[src/rtl/wdt_pkg.sv]
package wdt_pkg;

    typedef enum logic [1:0] {
        MODE_RUN  = 2'd0,
        MODE_BOOT = 2'd1,
        MODE_HALT = 2'd2,
        MODE_IDLE = 2'd3
    } wd_mode_e;

    function automatic int unsigned max2(input int unsigned a, input int unsigned b);
        return (a > b) ? a : b;
    endfunction

endpackage

[src/rtl/wdt_limit_mux.sv]
module wdt_limit_mux #(
    parameter int unsigned W    = 9,
    parameter int unsigned P0   = 10,
    parameter int unsigned P1   = 45,
    parameter int unsigned P2   = 100,
    parameter int unsigned P3   = 350,
    parameter int unsigned BOOT = 350
) (
    input  logic [1:0]   sel,
    input  logic         boot,
    output logic [W-1:0] limit
);
    localparam int unsigned NSEL = 4;
    localparam int unsigned PER [NSEL] = '{P0, P1, P2, P3};

    logic [W-1:0] per_tab [NSEL];

    for (genvar g = 0; g < NSEL; g++) begin : g_tab
        assign per_tab[g] = W'(PER[g]);
    end

    assign limit = boot ? W'(BOOT) : per_tab[sel];

endmodule

[src/rtl/wdt_rst_stretch.sv]
module wdt_rst_stretch #(
    parameter int unsigned LEN = 3,
    parameter int unsigned W   = 2
) (
    input  logic clk,
    input  logic rst_n,
    input  logic tick,
    input  logic fire,
    output logic active
);
    logic [W-1:0] left_d, left_q;

    always_comb begin
        left_d = left_q;
        if (fire) begin
            left_d = W'(LEN);
        end else if (tick && (left_q != '0)) begin
            left_d = left_q - 1'b1;
        end
    end

    always_ff @(posedge clk or negedge rst_n) begin
        if (!rst_n) left_q <= '0;
        else        left_q <= left_d;
    end

    assign active = (left_q != '0);

endmodule

[src/rtl/wdt_supervisor.sv]
module wdt_supervisor
    import wdt_pkg::*;
#(
    parameter int unsigned P0         = 10,
    parameter int unsigned P1         = 45,
    parameter int unsigned P2         = 100,
    parameter int unsigned P3         = 350,
    parameter int unsigned BOOT_TICKS = 350,
    parameter int unsigned RST_TICKS  = 3
) (
    input  logic       clk,
    input  logic       rst_n,
    input  logic       tick,
    input  logic [1:0] per_sel,
    input  logic       svc_wr,
    input  logic [1:0] mode,
    input  logic       stop_run_en,
    input  logic       stat_rd,
    output logic       wdog_err_n,
    output logic       rst_req,
    output logic       wd_rst_flag
);
    localparam int unsigned MAX_T = max2(max2(max2(P0, P1), max2(P2, P3)), BOOT_TICKS);
    localparam int unsigned CNT_W = $clog2(MAX_T + 1);
    localparam int unsigned RST_W = $clog2(RST_TICKS + 1);

    typedef struct packed {
        logic [CNT_W-1:0] cnt;
        logic [1:0]       sel;
        logic             err_n;
        logic             flag;
    } wd_state_t;

    wd_state_t        st_d, st_q;
    logic [CNT_W-1:0] limit;
    logic             fire;
    logic             pulsing;
    logic             counting;
    logic             boot_mode;

    assign boot_mode = (wd_mode_e'(mode) == MODE_BOOT);
    assign counting  = !((wd_mode_e'(mode) == MODE_HALT) && !stop_run_en);

    wdt_limit_mux #(
        .W(CNT_W), .P0(P0), .P1(P1), .P2(P2), .P3(P3), .BOOT(BOOT_TICKS)
    ) u_limit (
        .sel  (st_q.sel),
        .boot (boot_mode),
        .limit(limit)
    );

    wdt_rst_stretch #(
        .LEN(RST_TICKS), .W(RST_W)
    ) u_stretch (
        .clk   (clk),
        .rst_n (rst_n),
        .tick  (tick),
        .fire  (fire),
        .active(pulsing)
    );

    always_comb begin
        st_d = st_q;
        fire = 1'b0;
        if (stat_rd) st_d.flag = 1'b0;
        if (!counting) st_d.cnt = '0;
        if (pulsing) begin
            st_d.cnt = '0;
        end else if (svc_wr) begin
            st_d.cnt   = '0;
            st_d.sel   = per_sel;
            st_d.err_n = 1'b1;
        end else if (counting && tick) begin
            if (({1'b0, st_q.cnt} + 1'b1) >= {1'b0, limit}) begin
                fire       = 1'b1;
                st_d.cnt   = '0;
                st_d.err_n = 1'b0;
                st_d.flag  = 1'b1;
            end else begin
                st_d.cnt = st_q.cnt + 1'b1;
            end
        end
    end

    always_ff @(posedge clk or negedge rst_n) begin
        if (!rst_n) begin
            st_q.cnt   <= '0;
            st_q.sel   <= 2'd3;
            st_q.err_n <= 1'b1;
            st_q.flag  <= 1'b0;
        end else begin
            st_q <= st_d;
        end
    end

    assign wdog_err_n  = st_q.err_n;
    assign rst_req     = pulsing;
    assign wd_rst_flag = st_q.flag;

endmodule

[config.mk]
export PLATFORM = sky130hd
export DESIGN_NAME = wdt_supervisor
export DESIGN_NICKNAME = d
export VERILOG_FILES = /design/src/rtl/wdt_pkg.sv /design/src/rtl/wdt_limit_mux.sv /design/src/rtl/wdt_rst_stretch.sv /design/src/rtl/wdt_supervisor.sv
export SDC_FILE = /design/constraint.sdc
export NUM_CORES = 1
export LEC_CHECK = 0
export ABC_CLOCK_PERIOD_IN_PS = 7100
export BUFFER_PORTS_ARGS = -buffer_cell sky130_fd_sc_hd__buf_2
export CELL_PAD_IN_SITES_DETAIL_PLACEMENT = 1
export CELL_PAD_IN_SITES_GLOBAL_PLACEMENT = 1
export CORE_MARGIN = 8
export CORE_UTILIZATION = 47
export DETAILED_ROUTE_END_ITERATION = 8
export PLACE_DENSITY_LB_ADDON = 0.12
export SYNTH_ARGS = -nofsm -noshare
export SYNTH_HDL_FRONTEND = slang
export SYNTH_SLANG_ARGS = --single-unit
[constraint.sdc]
create_clock -name clk -period 7.1 [get_ports clk]
set_input_delay 1.775 -clock clk [delete_from_list [all_inputs] [get_ports clk]]
set_output_delay 1.775 -clock clk [all_outputs]
set_load 0.03 [all_outputs]
==> results.md <==
- # H-tree levels: 1
- Drt total wl: 2432 um
- Initial DRC Count: 19
- Starting density of the core: 0.4850
- Crit path launch type: input pin
- Post-CTS sizing: 0
- Root buf cell: clkbuf_4
- CTS buffer count: 3
- Maximum VDD drop: ~170 uV
- Largest net degree at the start of global routing: 16
- Minimum clock period: between 3 and 4 ns
- Most common cell after layout, fill and taps aside: ha_1
- Vias per cell: 5.651
- DR WL/cell: ~16 um
- Layout cell share with drive strength beyond 1: 0.1935
- Worst Setup End Kind: flop
- Status: finished, final reports clean
- Die extent in y: 63.32 um
- Worst-path clk slew: ~0.11 ns
- Final slew viol count: 0
- Hold WS: around 0.52 ns
- Sum of buffers and inverters on the critical path: 2
- Static leakage: ~0.60 nW
- Power density cells: about 250 nW/um2
- Relative slew slack: 0.5010
- Fin Clk Skew: just under 0.009 ns
- Worst Path Arrival: just under 4 ns
- Routed Antenna Nets: 0
- Crit path max fanout: 7
- Critical path's slowest cell: nor3_1
- Overall Power: 0.2918 mW
- Worst skew pair latency: around 0.30 ns
- FILL cells: 260
- GRT Util Overall: 0.1293
- CTS hold repair buffers: 0
- Max cap viols: 0
- Num rows: 17
- R2R setup slack: about 4.2 ns
- Post-Syn Nets: 131
- Reg2reg end: wdog_err_n
- Post-CTS Setup Repair Bufs: 0
- Hold path cells: 2
- CTS tree: yes
- Sequential area share after synthesis: 0.3603
- Max incr delay on CP: 0.59 ns
- CORE AREA: 2170 um2
- Total die area: 4009 um2
- Sum Neg Setup Slack: 0 ns
- Number of global-route vias before repair: between 900 and 1000
- Chip width: roughly 63 um
- Post-Syn Area: between 1000 and 1500 um2
- Longest Clk Path Bufs: 2
- PortBufs: 12
- First-pass GRT wire length: approximately 4200 um
- Initial antenna violation count: 0
- # setup viols final: 0
- Commonest cells after routing, fill and taps aside: ha_1, buf_2, dfrtp_1
- GR Overflow Total: 0
- Setup CP Type: in -> reg
- Placer Congestion: 0.8194
- Hpwl dp: around 2000 um
- Hold_sp: wdog_err_n
- CP cell instances: buf_2 > nand2b_1 > and2_1 > inv_1 > ha_1 > a21oi_1 > o22a_1 > o31ai_1 > nor3_1 > o21ai_0 > nand2_1
- Post-synthesis average cell area: 9.834 um2
- NumNets Final: roughly 150
- R2r startpoint: st_q[4]
- Synthesis-stage register bit count: 15
- Vias after detailed routing: ~860
- Req. time, crit path: between 7 and 8 ns
- Crit share post-route: 0.5078
- Top Ports: 13
- Worst-Margin Slew: around 0.74 ns
- DRT Pass-1 Iters: 5
- Final Hold Viols: 0
- FF-to-FF path depth: 10
- HP Class: reg -> reg
- Number of diodes: 0
- Synth-to-layout area growth: 12.60%
- Achievable Freq: between 0.2 and 0.3 GHz
- RSZ-0062 raised after global routing: no
- Post-Syn Instances: between 100 and 150
- Drc violations: 0
- Util after Layout: 0.5461
- Clock Sinks: 15
- Yosys warning total: 0
- Worst path depth: 11
- Cell variety after synth: 32
- End of the worst hold path: wdog_err_n
- Delay-heaviest family, CP: simple AND/OR/NAND/NOR gates
cell families (layout without fill, tap and decap cells):
logic type	count (synthesis)	count (layout)	share of synthesized area
adders and majority gates	14	14	0.1665
buffers and inverters	9	26	0.03210
xor gates and xnor gates	7	7	0.05827
DFF	15	15	0.3603
muxes	3	3	0.03091
AOI/OAI and AO/OA	22	22	0.1593
and+or+nand+nor	37	37	0.1926
worst register-to-register path, cell delays in order (launching register included):
cell	delay, ns
dfrtp_1	0.52
ha_1	0.36
nand3_1	0.13
xnor2_1	0.26
ha_1	0.30
nand4_1	0.10
o22a_1	0.14
o31ai_1	0.10
nor3_1	0.59
o21ai_0	0.22
nand2_1	0.11
power by group:
part           leakage (nW)  internal, mW  switching, mW
Combinational         0.394        0.0532         0.0687
Sequential            0.194         0.103         0.0122
Clock                0.0139        0.0215         0.0329
worst max path at each step:
stage	from	to	slack, ns
global route	mode[1]	wdog_err_n	3.18
global placement	mode[1]	st_q[6]	3.24
finish	mode[1]	wdog_err_n	3.49
floorplan	mode[1]	st_q[6]	3.47
detailed placement	mode[1]	st_q[6]	3.20
CTS	mode[1]	st_q[6]	3.50
synthesized netlist by cell type, drive strengths merged:
| library cell | n | area, um2 |
|---|---|---|
| o21ai | 4 | 20.01 |
| o31a | 1 | 8.760 |
| nand2b | 2 | 12.51 |
| o21bai | 2 | 15.01 |
| ha | 14 | 175.2 |
| nand3 | 6 | 35.03 |
| nand2 | 9 | 33.78 |
| o22a | 1 | 8.760 |
| nor4b | 1 | 8.760 |
| nand4 | 3 | 18.77 |
| a41o | 1 | 10.01 |
| xnor2 | 5 | 43.79 |
| a21oi | 3 | 15.01 |
| nor2b | 1 | 6.260 |
| o31ai | 2 | 15.01 |
| dfrtp | 12 | 300.3 |
| or4b | 1 | 13.76 |
| or3b | 1 | 8.760 |
| dfstp | 3 | 78.83 |
| inv | 9 | 33.78 |
| and3 | 1 | 6.260 |
| o21a | 1 | 7.510 |
| a32o | 6 | 60.06 |
| xor2 | 2 | 17.52 |
| mux2 | 2 | 22.52 |
| nor2 | 5 | 18.77 |
| a21o | 1 | 7.510 |
| nor3 | 3 | 15.01 |
| and2 | 4 | 25.02 |
| mux2i | 1 | 10.01 |
registers in the layout (all words and copies together) (netlist names):
register,count
wdog_err_n,1
st_q,11
u_stretch.left_q,2
wd_rst_flag,1
per-stage QoR:
stage               worst slack, ns  instances  cell area, um2
global route                  3.177        152            1185
detailed placement            3.195        148            1155
floorplan                     3.471        107            1052
global placement              3.243        148            1155
CTS                           3.499        152            1185
finish                        3.495        152            1185
per-layer routing:
layer / GRT usage / part of all wire / wire (um) / vias up
met5: 0 / 0 / 0 / -
met2: 0.2305 / 0.49 / 1196 / 17
li1: - / - / - / 429
met1: 0.1415 / 0.44 / 1081 / 406
met4: 0.04178 / 0.019 / 45 / 0
met3: 0.04064 / 0.045 / 109 / 7
final cells by class:
cell class,instances,area [um2],share of cell area
clock buffer,3,22.52,0.01901
clock inverter,1,7.507,0.006336
inverter,9,33.78,0.02851
multi-input combinational,83,639.4,0.5396
sequential,15,379.1,0.3200
tap,28,35.03,0.02957
timing repair buffer,13,67.56,0.05702
Power figures use the tool's default switching activity.
